File: src/rtl/hsd_pkg.sv
package hsd_pkg;
   typedef enum logic [2:0] {
      ST_IDLE   = 3'd0,
      ST_RESET  = 3'd1,
      ST_CHIRP  = 3'd2,
      ST_HOSTCH = 3'd3,
      ST_DONE   = 3'd4
   } state_e;

   typedef enum logic [1:0] {
      SPD_NONE = 2'b00,
      SPD_LOW  = 2'b01,
      SPD_FULL = 2'b10,
      SPD_HIGH = 2'b11
   } speed_e;

   localparam logic [1:0] LS_SE0 = 2'b00;
   localparam logic [1:0] LS_J   = 2'b01;
   localparam logic [1:0] LS_K   = 2'b10;

   typedef struct packed {
      logic [1:0] xcvr;
      logic       term;
      logic [1:0] opm;
   } ctrl_t;

   localparam ctrl_t CTRL_FS_IDLE = '{xcvr: 2'b01, term: 1'b1, opm: 2'b00};
   localparam ctrl_t CTRL_SE0     = '{xcvr: 2'b00, term: 1'b0, opm: 2'b10};
   localparam ctrl_t CTRL_HS_RUN  = '{xcvr: 2'b00, term: 1'b0, opm: 2'b00};
endpackage

File: src/rtl/hsd_tick_timer.sv
module hsd_tick_timer #(
   parameter int LIMIT = 10000
) (
   input  logic clk,
   input  logic rst_n,
   input  logic run_i,
   input  logic tick_i,
   output logic expire_o
);
   localparam int CW = $clog2(LIMIT + 1);

   generate
      if (LIMIT < 2) begin : g_bad_limit
         $error("hsd_tick_timer: LIMIT must be at least 2");
      end
   endgenerate

   logic [CW-1:0] cnt_q;
   logic          at_end;

   assign at_end   = (cnt_q == CW'(LIMIT - 1));
   assign expire_o = run_i && tick_i && at_end;

   always_ff @(posedge clk or negedge rst_n) begin
      if (!rst_n)                cnt_q <= '0;
      else if (!run_i)           cnt_q <= '0;
      else if (tick_i && !at_end) cnt_q <= cnt_q + 1'b1;
   end

   assert_count_bound_R5: assert property (@(posedge clk) disable iff (!rst_n)
      cnt_q < CW'(LIMIT));
   assert_idle_clear_R5: assert property (@(posedge clk) disable iff (!rst_n)
      !run_i |=> (cnt_q == '0));
endmodule

File: src/rtl/hsd_chirp_qual.sv
module hsd_chirp_qual #(
   parameter int QUAL_CYC = 150
) (
   input  logic clk,
   input  logic rst_n,
   input  logic en_i,
   input  logic is_k_i,
   output logic qual_o
);
   localparam int QW = $clog2(QUAL_CYC + 1);

   generate
      if (QUAL_CYC < 2) begin : g_bad_qual
         $error("hsd_chirp_qual: QUAL_CYC must be at least 2");
      end
   endgenerate

   logic [QW-1:0] run_q;

   assign qual_o = (run_q == QW'(QUAL_CYC));

   always_ff @(posedge clk or negedge rst_n) begin
      if (!rst_n)                 run_q <= '0;
      else if (!(en_i && is_k_i)) run_q <= '0;
      else if (!qual_o)           run_q <= run_q + 1'b1;
   end

   assert_qual_after_k_R6: assert property (@(posedge clk) disable iff (!rst_n)
      $rose(qual_o) |-> $past(en_i && is_k_i));
   assert_break_clears_R6: assert property (@(posedge clk) disable iff (!rst_n)
      !is_k_i |=> !qual_o);
endmodule

File: src/rtl/hsd_host_reset.sv
module hsd_host_reset
   import hsd_pkg::*;
#(
   parameter int RESET_US       = 10000,
   parameter int CHIRP_QUAL_CYC = 150
) (
   input  logic       clk,
   input  logic       rst_n,
   input  logic       attach_i,
   input  logic [1:0] line_state_i,
   input  logic       us_tick_i,
   output logic [1:0] xcvr_sel_o,
   output logic       term_sel_o,
   output logic [1:0] op_mode_o,
   output logic       fctl_wr_o,
   output logic       host_chirp_o,
   output logic [1:0] speed_o,
   output logic       done_o
);
   state_e state_q, state_d;
   speed_e speed_q, speed_d;
   logic   chirp_d, chirp_q, wr_q;
   logic   in_reset, expire, qual, is_k;
   ctrl_t  ctrl_now, ctrl_next;

   function automatic ctrl_t ctrl_of(state_e s, speed_e sp);
      ctrl_t c;
      case (s)
         ST_RESET, ST_CHIRP, ST_HOSTCH: c = CTRL_SE0;
         ST_DONE:  c = (sp == SPD_HIGH) ? CTRL_HS_RUN : CTRL_FS_IDLE;
         default:  c = CTRL_FS_IDLE;
      endcase
      return c;
   endfunction

   assign is_k     = (line_state_i == LS_K);
   assign in_reset = (state_q == ST_RESET) || (state_q == ST_CHIRP) ||
                     (state_q == ST_HOSTCH);

   hsd_tick_timer #(.LIMIT(RESET_US)) u_timer (
      .clk(clk), .rst_n(rst_n), .run_i(in_reset),
      .tick_i(us_tick_i), .expire_o(expire)
   );

   hsd_chirp_qual #(.QUAL_CYC(CHIRP_QUAL_CYC)) u_qual (
      .clk(clk), .rst_n(rst_n), .en_i(state_q == ST_RESET),
      .is_k_i(is_k), .qual_o(qual)
   );

   always_comb begin
      state_d = state_q;
      speed_d = speed_q;
      chirp_d = 1'b0;
      case (state_q)
         ST_IDLE: begin
            if (attach_i && is_k) begin
               state_d = ST_DONE;
               speed_d = SPD_LOW;
            end else if (attach_i && (line_state_i == LS_J)) begin
               state_d = ST_RESET;
            end
         end
         ST_RESET: begin
            if (!attach_i)   state_d = ST_IDLE;
            else if (expire) begin
               state_d = ST_DONE;
               speed_d = SPD_FULL;
            end else if (qual) state_d = ST_CHIRP;
         end
         ST_CHIRP: begin
            if (!attach_i)   state_d = ST_IDLE;
            else if (expire) begin
               state_d = ST_DONE;
               speed_d = SPD_FULL;
            end else if (!is_k) begin
               state_d = ST_HOSTCH;
               chirp_d = 1'b1;
            end
         end
         ST_HOSTCH: begin
            if (!attach_i)   state_d = ST_IDLE;
            else if (expire) begin
               state_d = ST_DONE;
               speed_d = SPD_HIGH;
            end
         end
         ST_DONE: begin
            if (!attach_i) begin
               state_d = ST_IDLE;
               speed_d = SPD_NONE;
            end
         end
         default: state_d = ST_IDLE;
      endcase
      if (state_d == ST_IDLE) speed_d = SPD_NONE;
   end

   assign ctrl_now  = ctrl_of(state_q, speed_q);
   assign ctrl_next = ctrl_of(state_d, speed_d);

   always_ff @(posedge clk or negedge rst_n) begin
      if (!rst_n) begin
         state_q <= ST_IDLE;
         speed_q <= SPD_NONE;
         chirp_q <= 1'b0;
         wr_q    <= 1'b0;
      end else begin
         state_q <= state_d;
         speed_q <= speed_d;
         chirp_q <= chirp_d;
         wr_q    <= (ctrl_next != ctrl_now);
      end
   end

   assign xcvr_sel_o   = ctrl_now.xcvr;
   assign term_sel_o   = ctrl_now.term;
   assign op_mode_o    = ctrl_now.opm;
   assign fctl_wr_o    = wr_q;
   assign host_chirp_o = chirp_q;
   assign speed_o      = speed_q;
   assign done_o       = (state_q == ST_DONE);

   assert_done_has_speed_R9: assert property (@(posedge clk) disable iff (!rst_n)
      done_o |-> (speed_o != 2'b00));
   assert_low_untouched_R2: assert property (@(posedge clk) disable iff (!rst_n)
      (speed_o == 2'b01) |-> (xcvr_sel_o == 2'b01 && term_sel_o && op_mode_o == 2'b00));
   assert_chirp_single_R8: assert property (@(posedge clk) disable iff (!rst_n)
      host_chirp_o |=> !host_chirp_o);
   assert_chirp_under_se0_R8: assert property (@(posedge clk) disable iff (!rst_n)
      host_chirp_o |-> (xcvr_sel_o == 2'b00 && !term_sel_o && op_mode_o == 2'b10));
   assert_write_means_change_R10: assert property (@(posedge clk) disable iff (!rst_n)
      fctl_wr_o |-> !$stable({xcvr_sel_o, term_sel_o, op_mode_o}));
   assert_change_means_write_R10: assert property (@(posedge clk) disable iff (!rst_n)
      !$stable({xcvr_sel_o, term_sel_o, op_mode_o}) |-> fctl_wr_o);
endmodule

File: config.mk
export PLATFORM = sky130hd
export DESIGN_NAME = hsd_host_reset
export DESIGN_NICKNAME = d
export VERILOG_FILES = /design/src/rtl/hsd_pkg.sv /design/src/rtl/hsd_tick_timer.sv /design/src/rtl/hsd_chirp_qual.sv /design/src/rtl/hsd_host_reset.sv
export SDC_FILE = /design/constraint.sdc
export NUM_CORES = 1
export LEC_CHECK = 0
export BUFFER_PORTS_ARGS = -buffer_cell sky130_fd_sc_hd__buf_2
export CAP_MARGIN = 20
export CORE_ASPECT_RATIO = 1.5
export CORE_MARGIN = 1.5
export CORE_UTILIZATION = 40
export DETAILED_ROUTE_END_ITERATION = 16
export PLACE_DENSITY = 0.69
export SLEW_MARGIN = 20
export SYNTH_ARGS = -nofsm -noshare
export SYNTH_HDL_FRONTEND = slang
export SYNTH_HIERARCHICAL = 1
export SYNTH_SLANG_ARGS = --single-unit
File: constraint.sdc
create_clock -name clk -period 5.78 [get_ports clk]
set_input_delay 1.156 -clock clk [delete_from_list [all_inputs] [get_ports clk]]
set_output_delay 1.156 -clock clk [all_outputs]
set_load 0.02 [all_outputs]
# Word-level counts from Yosys, hierarchy flattened
# Index checks and enable logic that the tools add are counted.
[op_classes] muxes=32 reduce_logical=14 n_eq_ne=17 add_sub_neg=2
[op_table] cell="$mux 3" count=11
[op_table] cell="$mux 14" count=2
[op_table] cell="$mux 8" count=2
[op_table] cell="$pmux 4 s2" count=2
[op_table] cell="$pmux 3 s5" count=1
[op_table] cell="$add 14x1->14 const B" count=1
[op_table] cell="$eq 14x14->1 const B" count=1
[op_table] cell="$mux 2" count=7
[op_table] cell="$eq 3x2->1 const B" count=4
[op_table] cell="$add 8x1->8 const B" count=1
[op_table] cell="$eq 8x8->1 const B" count=1
[op_table] cell="$mux 4" count=2
[op_table] cell="$pmux 2 s4" count=1
[op_table] cell="$eq 2x2->1 const B" count=3
[op_table] cell="$eq 3x1->1 const B" count=2
[op_table] cell="$eq 3x3->1 const B" count=2
[op_table] cell="$logic_and 1x1->1" count=6
[op_table] cell="$logic_not 3->1" count=2
[op_table] cell="$reduce_or 3->1" count=2
[op_table] cell="$ne 5x5->1" count=1
[op_table] cell="$mux 1" count=4
[op_table] cell="$ne 2x2->1 const B" count=2
[op_table] cell="$eq 2x1->1 const B" count=1
[op_table] cell="$logic_or 1x1->1" count=2
[op_table] cell="other kinds (2)" count=2
[word_totals] elab_cells=71 reg_bits=29 inputBits=6 out_inout_bits=10

# Depth between registers and ports, before layout
[logic_depth] depth_word=14 depth_mapped=10 ltp_nobuf=8

# Modules after synthesis
# The synthesis kept the hierarchy.
[modules_own_cells] module="hsd_tick_timer" area_per_inst_um2=870.8 seq_area_each_um2=350.3 cells_per_inst=93 n_inst=1
[modules_own_cells] module="hsd_host_reset" area_per_inst_um2=511.7 seq_area_each_um2=175.2 cells_per_inst=53 n_inst=1
[modules_own_cells] module="hsd_chirp_qual" area_per_inst_um2=435.4 seq_area_each_um2=200.2 cells_per_inst=45 n_inst=1

# Worst setup path before layout
# Ideal clock, no wire load.
[synth_timing] kind="register to output" from="register state_q[1]" to="output xcvr_sel_o[0]" t_arrival_ns=1.457 n_path_buf=2 setup_slack_ns=3.167 stages_incl_launch_ff=5 required_time_ns=4.624 cell_sequence="dfrtp_1 -> buf_6 -> nor3_2 -> a31oi_1 -> buf_4"
[synth_via] elab_cells_between_ends=6 cone_classes="eq/ne: 4; mux: 1; reduce/logical: 1"
[synth_lines] item="start, declared" line="hsd_host_reset.sv:20" text="state_e state_q, state_d;"
[synth_lines] item="start signal, assigned" line="hsd_host_reset.sv:108" text="state_q <= state_d;"
[synth_lines] item="$eq 3x3->1"
[synth_lines] item="named net done_o" line="hsd_host_reset.sv:18" text="output logic done_o"
[synth_lines] item="$pmux 4 s2" line="hsd_host_reset.sv:28" text="case (s)"
[synth_lines] item="end, declared" line="hsd_host_reset.sv:12" text="output logic [1:0] xcvr_sel_o,"
# The timed path passes the listed nets, and every way through them passes these cells.

# Worst setup path in the final report
[layout_timing] from="register state_q[1]" to="output term_sel_o"
[layout_via] elab_chain_len=3 elab_cells_between_ends=6 cone_classes="eq/ne: 4; mux: 1; reduce/logical: 1"
[layout_rtl] item="$eq 3x2->1 / $eq 3x1->1 (equally long branches)" line="hsd_host_reset.sv:28"
[layout_rtl] item="$reduce_or 3->1" line="hsd_host_reset.sv:28"
[layout_rtl] item="$pmux 4 s2 *" line="hsd_host_reset.sv:28"
[layout_rtl] item="end, declared" line="hsd_host_reset.sv:13" text="output logic term_sel_o,"
# Mark *: on every way between the ends. The rest lies on a longest branch, timed or not.

==> impl_summary.log <==
INFO  metric critPathCaptureType = output pin
INFO  metric initial_antenna_violation_count = 0
INFO  metric layout.nets = roughly 210
INFO  metric final_cycle_utilization_of_the_critical_path = 0.538
INFO  metric floorplan.die.height = ~86 um
INFO  metric post_layout_instance_area = between 0.0015 and 0.002 sq mm
INFO  metric timing.slew.headroom = 0.509
INFO  metric achievable-frequency = 322 MHz
INFO  metric post-route-min-period = about 3.1 ns
INFO  metric placed_cell_area = 0.00188 sq mm
INFO  metric edff_count_synth = 0
INFO  metric netlist.top_cell.by_area = sky130_fd_sc_hd__dfrtp_1
INFO  metric post_drt_wl_per_cell = 14.5 um
INFO  metric leakagePower = ~0.00087 uW
INFO  metric timing.critical_path.required = about 4.6 ns
INFO  metric worst-path-max-fanout = 23
INFO  metric route.detailed.drc = 0
INFO  metric cell_area_after_synthesis = 0.00182 sq mm
INFO  metric insertedDiodeCount = 0
INFO  metric worstMarginPinSlew = 0.737 ns
INFO  metric setup_viol = 0
INFO  metric critPathTopFamily = compound AO/OA/AOI/OAI gates
INFO  metric drtPass1Iterations = 10
INFO  metric crit_path_max_incr_delay = 0.68 ns
INFO  metric post_route_cells_drive_above_1_share = 0.174
INFO  metric outcome = completed
INFO  metric dieWidth = just under 60 um
INFO  metric cts_resized = 0
INFO  metric clk_path_buf_depth = 2
INFO  metric cp_cell_sequence = o21ba_1 > a31oi_1 > buf_2
INFO  metric drt_iter0_drc = 70
INFO  metric hold_viol = 0
INFO  metric worst_ep_arrival = 1.95 ns
INFO  metric placeableCoreArea = 0.00428 sq mm
INFO  metric critical_path_top_delay_cell = sky130_fd_sc_hd__o21ba_1
INFO  metric hpwl = 2.57 mm
INFO  metric cts.clk_slew.worst_paths = 0.05 ns
INFO  metric timing.hold.worst.class = reg -> reg
INFO  metric die_area = about 0.0050 sq mm
INFO  metric final_critical_path_setup_slack = ~2.7 ns
INFO  metric synth_sequential_area_ratio = 0.399
INFO  metric switching_power = around 100 uW
INFO  metric cts.htree.levels = 2
INFO  metric comb_power_share = 0.095
INFO  metric worst_clock_skew = approximately 0.003 ns
INFO  metric met1_usage = 0.181
INFO  metric numCtsBuffers = 5
INFO  metric grt.met3_usage = 0.0422
INFO  metric synth_async_sr_flop_share = 1.00
INFO  metric finalSetupTns = 0 ns
INFO  metric via_count = 1429
INFO  metric cts.sink_count = 29
INFO  metric worst_ir_drop_vdd = 0.115 mV
INFO  metric master_cell_of_the_clock_root_buffer = sky130_fd_sc_hd__clkbuf_8
INFO  metric viasPerCell = ~5.8
INFO  metric worstPathBufferInverterCount = 1
INFO  metric min_from = u_qual/run_q[1]
INFO  metric grt_pass1_wl = 6.31 mm
INFO  metric floorplan.initialDensity = 0.425
INFO  metric startpoint_type = flip-flop
INFO  metric num_rows = 29
INFO  metric pre_cts_ws = 2.95 ns
INFO  metric grt_util_overall = 0.166
INFO  metric vias_in_the_first_global_route = 1399
INFO  metric pwr-share-seq = 0.510
INFO  metric cts-hold-fix-buffers = 0
INFO  metric source_to_sink_clock_delay_at_the_later_pin_of_the_worst_skew_pair = 0.28 ns
INFO  metric synth_top_flop_cell = sky130_fd_sc_hd__dfrtp_1
INFO  metric slew_viol_final = 0
INFO  metric ys_warn_count = 6
INFO  metric postCtsSetupBuffers = 0
INFO  metric cts_tree = yes
INFO  metric syn_to_final_growth = 8.05%
INFO  metric netlist-cell-type-count = 57
INFO  metric synth.top_cell.area_share = 0.399
INFO  metric place.port_buffers = 13
INFO  metric route.antenna.remaining_nets = 0
INFO  metric drv_cap = 0
INFO  metric overflow = 0
INFO  metric grt_max_degree = 30
INFO  metric syn-instance-count = 191
INFO  metric r2r-start = state_q[1]
INFO  metric gpl.final_weighted_congestion = roughly 0.84
INFO  metric p_int = 313 uW
INFO  metric powerDensity = 210 mW/mm^2
INFO  metric drt_wl_total = 3.58 mm
INFO  metric rsz_0062_raised_after_global_routing = no
INFO  metric synth.top_cells.by_area = sky130_fd_sc_hd__dfrtp_1 (40%), sky130_fd_sc_hd__nand2_1 (4.3%), sky130_fd_sc_hd__and2_1 (3.8%)
INFO  metric top_level_ports = 16
INFO  metric global_route_layer_with_the_greatest_usage = met2
INFO  metric p_sw_frac = 0.242
INFO  metric postSynthAreaPerCell = approximately 9.5 sq um
INFO  metric postSynthRegisterBits = 29
INFO  metric crit_type = reg -> out
INFO  metric p_clk_frac = 0.396
INFO  metric groute.layer.met2.usage = 0.290
INFO  metric critical_path.startpoint = state_q[1]
-- metal layers --
| layer | wire (um) | vias up |
|---|---|---|
| li1 | - | 702 |
| met1 | 1520 | 703 |
| met2 | 1900 | 17 |
| met3 | 85 | 7 |
| met4 | 80 | 0 |
| met5 | 0 | - |
-- cell families (layout without fill, tap and decap cells) --
group / after synthesis / after routing / synth area share
xor gates and xnor gates: 7 / 7 / 0.0337
other: 1 / 2 / 0.00206
buffers and inverters: 18 / 27 / 0.0530
muxes: 6 / 6 / 0.0330
AOI/OAI and AO/OA: 35 / 35 / 0.131
and+or+nand+nor: 91 / 91 / 0.320
DFF: 29 / 29 / 0.399
adders and majority gates: 4 / 4 / 0.0275
-- final timing paths --
kind                            slack, ns  depth (start not counted)          endpoint
worst min-delay path                 0.59                          2   u_qual/run_q[1]
worst max register to register       3.41                          7        speed_o[0]
worst max-delay path                 2.67                          3        term_sel_o
max in group asynchronous            4.47                          1   u_qual/run_q[4]
min in group asynchronous            0.90                          1  u_timer/cnt_q[3]
worst min register to register       0.59                          2   u_qual/run_q[1]
-- flip-flops by register name (all words and copies together) (netlist names) --
name,flops
u_qual/run_q,8
fctl_wr_o,1
host_chirp_o,1
speed_o,2
u_timer/cnt_q,14
state_q,3
-- through the flow --
stage	hold slack (ns)	cells	utilization	total power, uW
2_1_floorplan	0.540	192	-	242
3_3_place_gp	0.563	240	0.439	253
3_5_place_dp	0.567	240	0.439	254
4_1_cts	0.579	247	0.459	423
5_1_grt	0.626	247	0.459	436
6_report	0.587	247	0.459	413
-- power groups by stage --
| stage | combinational (uW) | clock [uW] | sequential [uW] |
|---|---|---|---|
| after global routing | 43.9 | 180 | 211 |
| final | 39.2 | 164 | 211 |
| after global placement | 39.2 | 0 | 214 |
| after detailed placement | 39.7 | 0 | 214 |
| after floorplan | 28.6 | 0 | 214 |
| after CTS | 39.9 | 173 | 211 |
-- layout make-up --
type	count	area [sq um]
Clock buffer	7	86.3
Fill cell	420	2320
Inverter	6	22.5
Multi-Input combinational cell	145	1000
Sequential cell	29	726
Tap cell	46	57.6
Timing Repair Buffer	14	72.6
-- synthesized netlist by cell type, types with 3 or more instances --
cell,count
sky130_fd_sc_hd__nand3_1,6
sky130_fd_sc_hd__mux2i_1,6
sky130_fd_sc_hd__inv_1,4
sky130_fd_sc_hd__o21ai_0,7
sky130_fd_sc_hd__nand2b_1,6
sky130_fd_sc_hd__nor4_1,5
sky130_fd_sc_hd__ha_1,4
sky130_fd_sc_hd__and2_1,11
sky130_fd_sc_hd__buf_4,4
sky130_fd_sc_hd__xnor2_1,3
sky130_fd_sc_hd__nand4_1,9
sky130_fd_sc_hd__a21oi_1,9
sky130_fd_sc_hd__xor2_1,4
sky130_fd_sc_hd__dfrtp_1,29
sky130_fd_sc_hd__nor3_1,3
sky130_fd_sc_hd__a31oi_1,3
sky130_fd_sc_hd__or3_1,3
sky130_fd_sc_hd__nor2_1,4
sky130_fd_sc_hd__buf_2,5
sky130_fd_sc_hd__nand2_1,21
-- layout by cell type, fill, tap and decap left out, drive strengths merged, types with 4 or more instances in the layout --
| cell | count |
|---|---|
| inv | 6 |
| nor4 | 6 |
| nor3 | 5 |
| nand2b | 6 |
| dfrtp | 29 |
| buf | 14 |
| nand3 | 7 |
| and2 | 11 |
| nor3b | 4 |
| nor2 | 5 |
| nand2 | 21 |
| xor2 | 4 |
| clkbuf | 7 |
| nand4 | 10 |
| a21oi | 9 |
| mux2i | 6 |
| ha | 4 |
| o21ai | 7 |
-- worst register-to-register path, stage by stage (launching register included) --
cell	delay, ns
sky130_fd_sc_hd__dfrtp_1	0.56
sky130_fd_sc_hd__o21ba_1	0.68
sky130_fd_sc_hd__nand2_1	0.10
sky130_fd_sc_hd__nor4_1	0.19
sky130_fd_sc_hd__buf_4	0.21
sky130_fd_sc_hd__nor3b_2	0.06
sky130_fd_sc_hd__o311ai_2	0.33
sky130_fd_sc_hd__a21oi_1	0.11
No activity file was read; power rests on OpenSTA's default activity.
